**src/rtl/lhp_pkg.sv**
```systemverilog
package lhp_pkg;
  typedef logic [1:0] ctr2_t;
  localparam ctr2_t CTR_INIT = 2'd1;

  function automatic ctr2_t ctr_step(input ctr2_t c, input logic taken);
    ctr2_t r;
    if (taken) r = (c == 2'd3) ? c : c + 2'd1;
    else       r = (c == 2'd0) ? c : c - 2'd1;
    return r;
  endfunction
endpackage

```
**src/rtl/lhp_hist_table.sv**
```systemverilog
module lhp_hist_table #(
  parameter int IDX_W  = 6,
  parameter int HIST_W = 6
) (
  input  logic              clk,
  input  logic              rst,
  input  logic [IDX_W-1:0]  rd_idx,
  output logic [HIST_W-1:0] rd_hist,
  input  logic              wr_en,
  input  logic [IDX_W-1:0]  wr_idx,
  input  logic              wr_taken,
  output logic [HIST_W-1:0] wr_hist_old,
  output logic [HIST_W-1:0] wr_hist_new
);
  localparam int ENTRIES = 1 << IDX_W;

  logic [HIST_W-1:0] hist_q [ENTRIES];

  assign rd_hist     = hist_q[rd_idx];
  assign wr_hist_old = hist_q[wr_idx];
  assign wr_hist_new = {wr_hist_old[HIST_W-2:0], wr_taken};

  always_ff @(posedge clk) begin
    if (rst) begin
      for (int i = 0; i < ENTRIES; i++) hist_q[i] <= '0;
    end else if (wr_en) begin
      hist_q[wr_idx] <= wr_hist_new;
    end
  end
endmodule

```
**src/rtl/lhp_ctr_table.sv**
```systemverilog
module lhp_ctr_table
  import lhp_pkg::*;
#(
  parameter int HIST_W = 6
) (
  input  logic              clk,
  input  logic              rst,
  input  logic [HIST_W-1:0] rd_idx,
  output ctr2_t             rd_ctr,
  input  logic              wr_en,
  input  logic [HIST_W-1:0] wr_idx,
  input  logic              wr_taken,
  output ctr2_t             wr_ctr_old,
  output ctr2_t             wr_ctr_new
);
  localparam int DEPTH = 1 << HIST_W;

  ctr2_t ctr_q [DEPTH];

  assign rd_ctr     = ctr_q[rd_idx];
  assign wr_ctr_old = ctr_q[wr_idx];
  assign wr_ctr_new = ctr_step(wr_ctr_old, wr_taken);

  always_ff @(posedge clk) begin
    if (rst) begin
      for (int i = 0; i < DEPTH; i++) ctr_q[i] <= CTR_INIT;
    end else if (wr_en) begin
      ctr_q[wr_idx] <= wr_ctr_new;
    end
  end
endmodule

```
**src/rtl/lhist_predictor.sv**
```systemverilog
module lhist_predictor
  import lhp_pkg::*;
#(
  parameter int ADDR_W   = 32,
  parameter int ADDR_LSB = 2,
  parameter int IDX_W    = 6,
  parameter int HIST_W   = 6
) (
  input  logic              clk,
  input  logic              rst,
  input  logic [ADDR_W-1:0] pred_addr,
  output logic              pred_taken,
  input  logic              upd_valid,
  input  logic [ADDR_W-1:0] upd_addr,
  input  logic              upd_taken
);
  localparam int IDX_HI = ADDR_LSB + IDX_W - 1;

  logic [IDX_W-1:0]  pred_idx, upd_idx;
  logic [HIST_W-1:0] pred_hist, upd_hist_old, upd_hist_new;
  ctr2_t             pred_ctr, upd_ctr_old, upd_ctr_new;
  logic              unused_addr_bits;

  assign pred_idx         = pred_addr[IDX_HI:ADDR_LSB];
  assign upd_idx          = upd_addr[IDX_HI:ADDR_LSB];
  assign unused_addr_bits = ^{pred_addr, upd_addr};

  lhp_hist_table #(.IDX_W(IDX_W), .HIST_W(HIST_W)) u_hist (
    .clk(clk), .rst(rst),
    .rd_idx(pred_idx), .rd_hist(pred_hist),
    .wr_en(upd_valid), .wr_idx(upd_idx), .wr_taken(upd_taken),
    .wr_hist_old(upd_hist_old), .wr_hist_new(upd_hist_new)
  );

  lhp_ctr_table #(.HIST_W(HIST_W)) u_ctrs (
    .clk(clk), .rst(rst),
    .rd_idx(pred_hist), .rd_ctr(pred_ctr),
    .wr_en(upd_valid), .wr_idx(upd_hist_old), .wr_taken(upd_taken),
    .wr_ctr_old(upd_ctr_old), .wr_ctr_new(upd_ctr_new)
  );

  assign pred_taken = pred_ctr[1];
endmodule

```
**config.mk**
```make
export PLATFORM = sky130hd
export DESIGN_NAME = lhist_predictor
export DESIGN_NICKNAME = d
export VERILOG_FILES = /design/src/rtl/lhp_pkg.sv /design/src/rtl/lhp_hist_table.sv /design/src/rtl/lhp_ctr_table.sv /design/src/rtl/lhist_predictor.sv
export SDC_FILE = /design/constraint.sdc
export NUM_CORES = 1
export LEC_CHECK = 0
export ABC_CLOCK_PERIOD_IN_PS = 5890
export BUFFER_PORTS_ARGS = -buffer_cell sky130_fd_sc_hd__buf_2
export CAP_MARGIN = 0
export CORE_MARGIN = 2
export CORE_UTILIZATION = 60
export CTS_CLUSTER_DIAMETER = 60
export CTS_CLUSTER_SIZE = 10
export DETAILED_ROUTE_END_ITERATION = 6
export PLACE_DENSITY = 0.83
export SYNTH_ARGS = -nofsm -noshare
export SYNTH_HDL_FRONTEND = slang
export SYNTH_HIERARCHICAL = 1
export SYNTH_SLANG_ARGS = --single-unit
```
**constraint.sdc**
```tcl
create_clock -name clk -period 5.89 [get_ports clk]
set_input_delay 0 -clock clk [delete_from_list [all_inputs] [get_ports clk]]
set_output_delay 0 -clock clk [all_outputs]
set_load 0.03 [all_outputs]
```
==> results.sh <==
export IMPL_antenna_found_initial=1
export IMPL_slew_viols_final=0
export IMPL_global_route_usage_total_pct=36.2
export IMPL_worstPathCellList="mux2_2 > a221oi_1 > o22ai_1 > a211oi_1 > and4b_2 > clkinv_1 > buf_12 > and2_1 > a221oi_1 > o22ai_1 > a22oi_1 > and4_1 > maj3_2 > buf_4 > nand4_1"
export IMPL_worst_endpoint_arrival_ps=5530
export IMPL_hold_viol_final=0
export IMPL_final_period_minus_worst_setup_slack_ps=5190
export IMPL_r2r_slack_ps=700
export IMPL_critPathMaxFanout=49
export IMPL_core_region_area_um2=46300
export IMPL_detailroute_via_count=20403
export IMPL_worstReg2RegStart="u_hist/hist_q[27][1]$_SDFFCE_PN0P_"
export IMPL_clk_path_buf_depth=3
export IMPL_postSynthAreaPerCell_um2=12.6
export IMPL_tritoncts="done"
export IMPL_cp_top_family="compound AO/OA/AOI/OAI gates"
export IMPL_mostFrequentLayoutCell="sky130_fd_sc_hd__edfxtp_1"
export IMPL_route_detailed_drc=2
export IMPL_wl_met3_mm=12.3
export IMPL_totalWireLength_mm=85.2
export IMPL_estimated_wirelength_of_the_detail_placed_design_mm=56.8
export IMPL_num_antenna_cells=0
export IMPL_holdCritPathClass="input pin to flip-flop"
export IMPL_timing_final_crit_share_pct=88.0
export IMPL_worstSetupStartpoint="u_hist/hist_q[27][1]$_SDFFCE_PN0P_"
export IMPL_cell_depth_of_the_worst_flop_to_flop_path=15
export IMPL_worst_hold_startpoint="upd_taken"
export IMPL_flop_pwr_share_pct=47.3
export IMPL_clock_tree_root_cell="sky130_fd_sc_hd__clkbuf_16"
export IMPL_via_count_of_the_first_global_routing_pass=20232
export IMPL_final_setup_skew_ps=32.1
export IMPL_power_share_switching_pct=28.2
export IMPL_min_delay_path_depth=4
export IMPL_endpoint_kind="flip-flop"
export IMPL_routed_via_density=7.35
export IMPL_netlist_instances=2207
export IMPL_grt_first_pass_wirelength_mm=128
export IMPL_tightestPinTransition_ps=1440
export IMPL_levels_on_crit_path=15
export IMPL_grt_start_max_net_pins=67
export IMPL_failed_checks="design-rule violations, max-capacitance violations"
export IMPL_mostFrequentLayoutCells="512 x sky130_fd_sc_hd__edfxtp_1, 454 x sky130_fd_sc_hd__nor2_1, 175 x sky130_fd_sc_hd__mux4_2"
export IMPL_whs_endpoint="u_hist/hist_q[26][0]$_SDFFCE_PN0P_"
export IMPL_residual_antenna_violating_net_count_after_detailed_routing=0
export IMPL_total_leakage_power_nw=10.1
export IMPL_topRoutingLayerUsed="met5"
export IMPL_area_growth_syn_to_layout_pct=7.16
export IMPL_power_share_clock_pct=35.6
export IMPL_synth_area_um2=27900
export IMPL_final_net_count=2230
export IMPL_wl_met2_mm=38.5
export IMPL_layout_drive_gt1_share_pct=19.2
export IMPL_met1_length_mm=27.9
export IMPL_cts_buffers=58
export IMPL_initial_core_util_pct=60.3
export IMPL_reg2reg_to="u_ctrs/ctr_q[14][0]$_SDFFCE_PN1P_"
export IMPL_ys_warnings=6
export IMPL_pwr_density_cell_nw_per_um2=298
export IMPL_drt_first_pass_iters=7
export IMPL_status="complete, but fails checks"
export IMPL_worstSetupPathType="flip-flop to flip-flop"
export IMPL_clock_insertion_delay_worst_skew_ps=650
export IMPL_post_place_cells=2708
export IMPL_grt_setup_unrepaired="no"
export IMPL_net_count_after_synthesis=2275
export IMPL_internal_dissipation_mw=6.39
export IMPL_tritoncts_sink_count=512
export IMPL_h_tree_depth=2
export IMPL_fill_cells=3288
export IMPL_slowest_delay_ps=690
export IMPL_critPathLaunchType="flip-flop"
export IMPL_combinationalPowerShare_pct=17.1
export IMPL_die_w_um=220
export IMPL_p_switching_mw=2.51
export IMPL_max_slew_margin_pct=1.51
export IMPL_final_setup_viol_count=0
export IMPL_number_of_drc_markers_in_iteration_0=3137
export IMPL_timing_critical_path_buf_inv=3
export IMPL_routabilityCongestion=1.02
export IMPL_worstPathRequired_ps=6230
export IMPL_io_buffers=16
export IMPL_fp_dieArea_um2=48200
export IMPL_gr_total_overflow=0
export IMPL_row_count=79
export IMPL_layout_cells_non_filler=2776
export IMPL_cap_viol_max_count=1
export IMPL_cts_reportedPaths_clkPinSlew_ps=60
export IMPL_die_height_um=220
export IMPL_post_cts_repair_setup_buffers=0
export IMPL_vdd_ir_drop_max_mv=0.337
export IMPL_ios=69
export IMPL_slowest_stage="sky130_fd_sc_hd__a211oi_1"
export IMPL_max_freq_mhz=193
export IMPL_wire_per_inst_um=30.7
export IMPL_setup_total_negative_slack_ps=0
-- per-stage QoR --
| stage | power (mW) | util, % | worst slack [ps] | area (um2) | hold WS [ps] |
|---|---|---|---|---|---|
| after floorplan | 5.33 | - | 1770 | 27900 | 246 |
| after global placement | 5.70 | 61.3 | 598 | 28300 | 600 |
| after detailed placement | 5.74 | 61.3 | 535 | 28300 | 590 |
| after CTS | 8.85 | 64.6 | 867 | 29900 | 185 |
| after global routing | 9.10 | 64.6 | 397 | 29900 | 214 |
| final | 8.90 | 64.6 | 704 | 29900 | 197 |
-- per-layer routing --
metal  global-route usage [%]  up-vias
met5                        0        -
met4                     22.6        2
li1                         -     8235
met1                     45.4     9809
met3                     10.8      420
met2                     55.6     1937
-- worst max path at each step --
| stage | endpoint |
|---|---|
| floorplan | u_ctrs/ctr_q[36][0]$_SDFFCE_PN1P_ |
| global placement | u_ctrs/ctr_q[14][0]$_SDFFCE_PN1P_ |
| detailed placement | u_ctrs/ctr_q[5][1]$_SDFFCE_PN0P_ |
| CTS | u_ctrs/ctr_q[14][0]$_SDFFCE_PN1P_ |
| global route | u_ctrs/ctr_q[14][0]$_SDFFCE_PN1P_ |
| finish | u_ctrs/ctr_q[14][0]$_SDFFCE_PN1P_ |
-- cell type report --
type                            instances  area, um2  area share, %
Timing Repair Buffer                  106        851           2.85
Clock buffer                           60       1460           4.88
Tap cell                              607        759           2.54
Sequential cell                       512      15400           51.4
Multi-Input combinational cell       1464      11300           37.8
Inverter                               20       75.1          0.251
Clock inverter                          7       81.3          0.272
-- timing repair --
| item | CTS | global route |
|---|---|---|
| gates resized for setup | 0 | 0 |
| endpoints found under the hold margin | 4 | 0 |
| hold buffers | 1 | 0 |
| setup endpoints to repair | 0 | 0 |
-- worst reg2reg max path: cells and delay by family, from the launching register on --
family                     cells  cell delay [ps]
AOI/OAI and AO/OA              6             1960
and+or+nand+nor                4             1310
buffers and inverters          3              680
DFF                            1              440
muxes                          1              290
adders and majority gates      1              220
-- power by group through the flow --
| stage | sequential, mW | clock [mW] | combinational (mW) |
|---|---|---|---|
| 5_1_grt | 4.22 | 3.31 | 1.57 |
| 2_1_floorplan | 4.24 | 0 | 1.10 |
| 3_3_place_gp | 4.27 | 0 | 1.43 |
| 6_report | 4.21 | 3.17 | 1.52 |
| 4_1_cts | 4.21 | 3.18 | 1.46 |
| 3_5_place_dp | 4.28 | 0 | 1.46 |
-- sequential cells by signal (all words and copies together) (netlist names) --
name and cells:
u_hist/hist_q 384, u_ctrs/ctr_q 128
(Power assumes the default switching activity.)
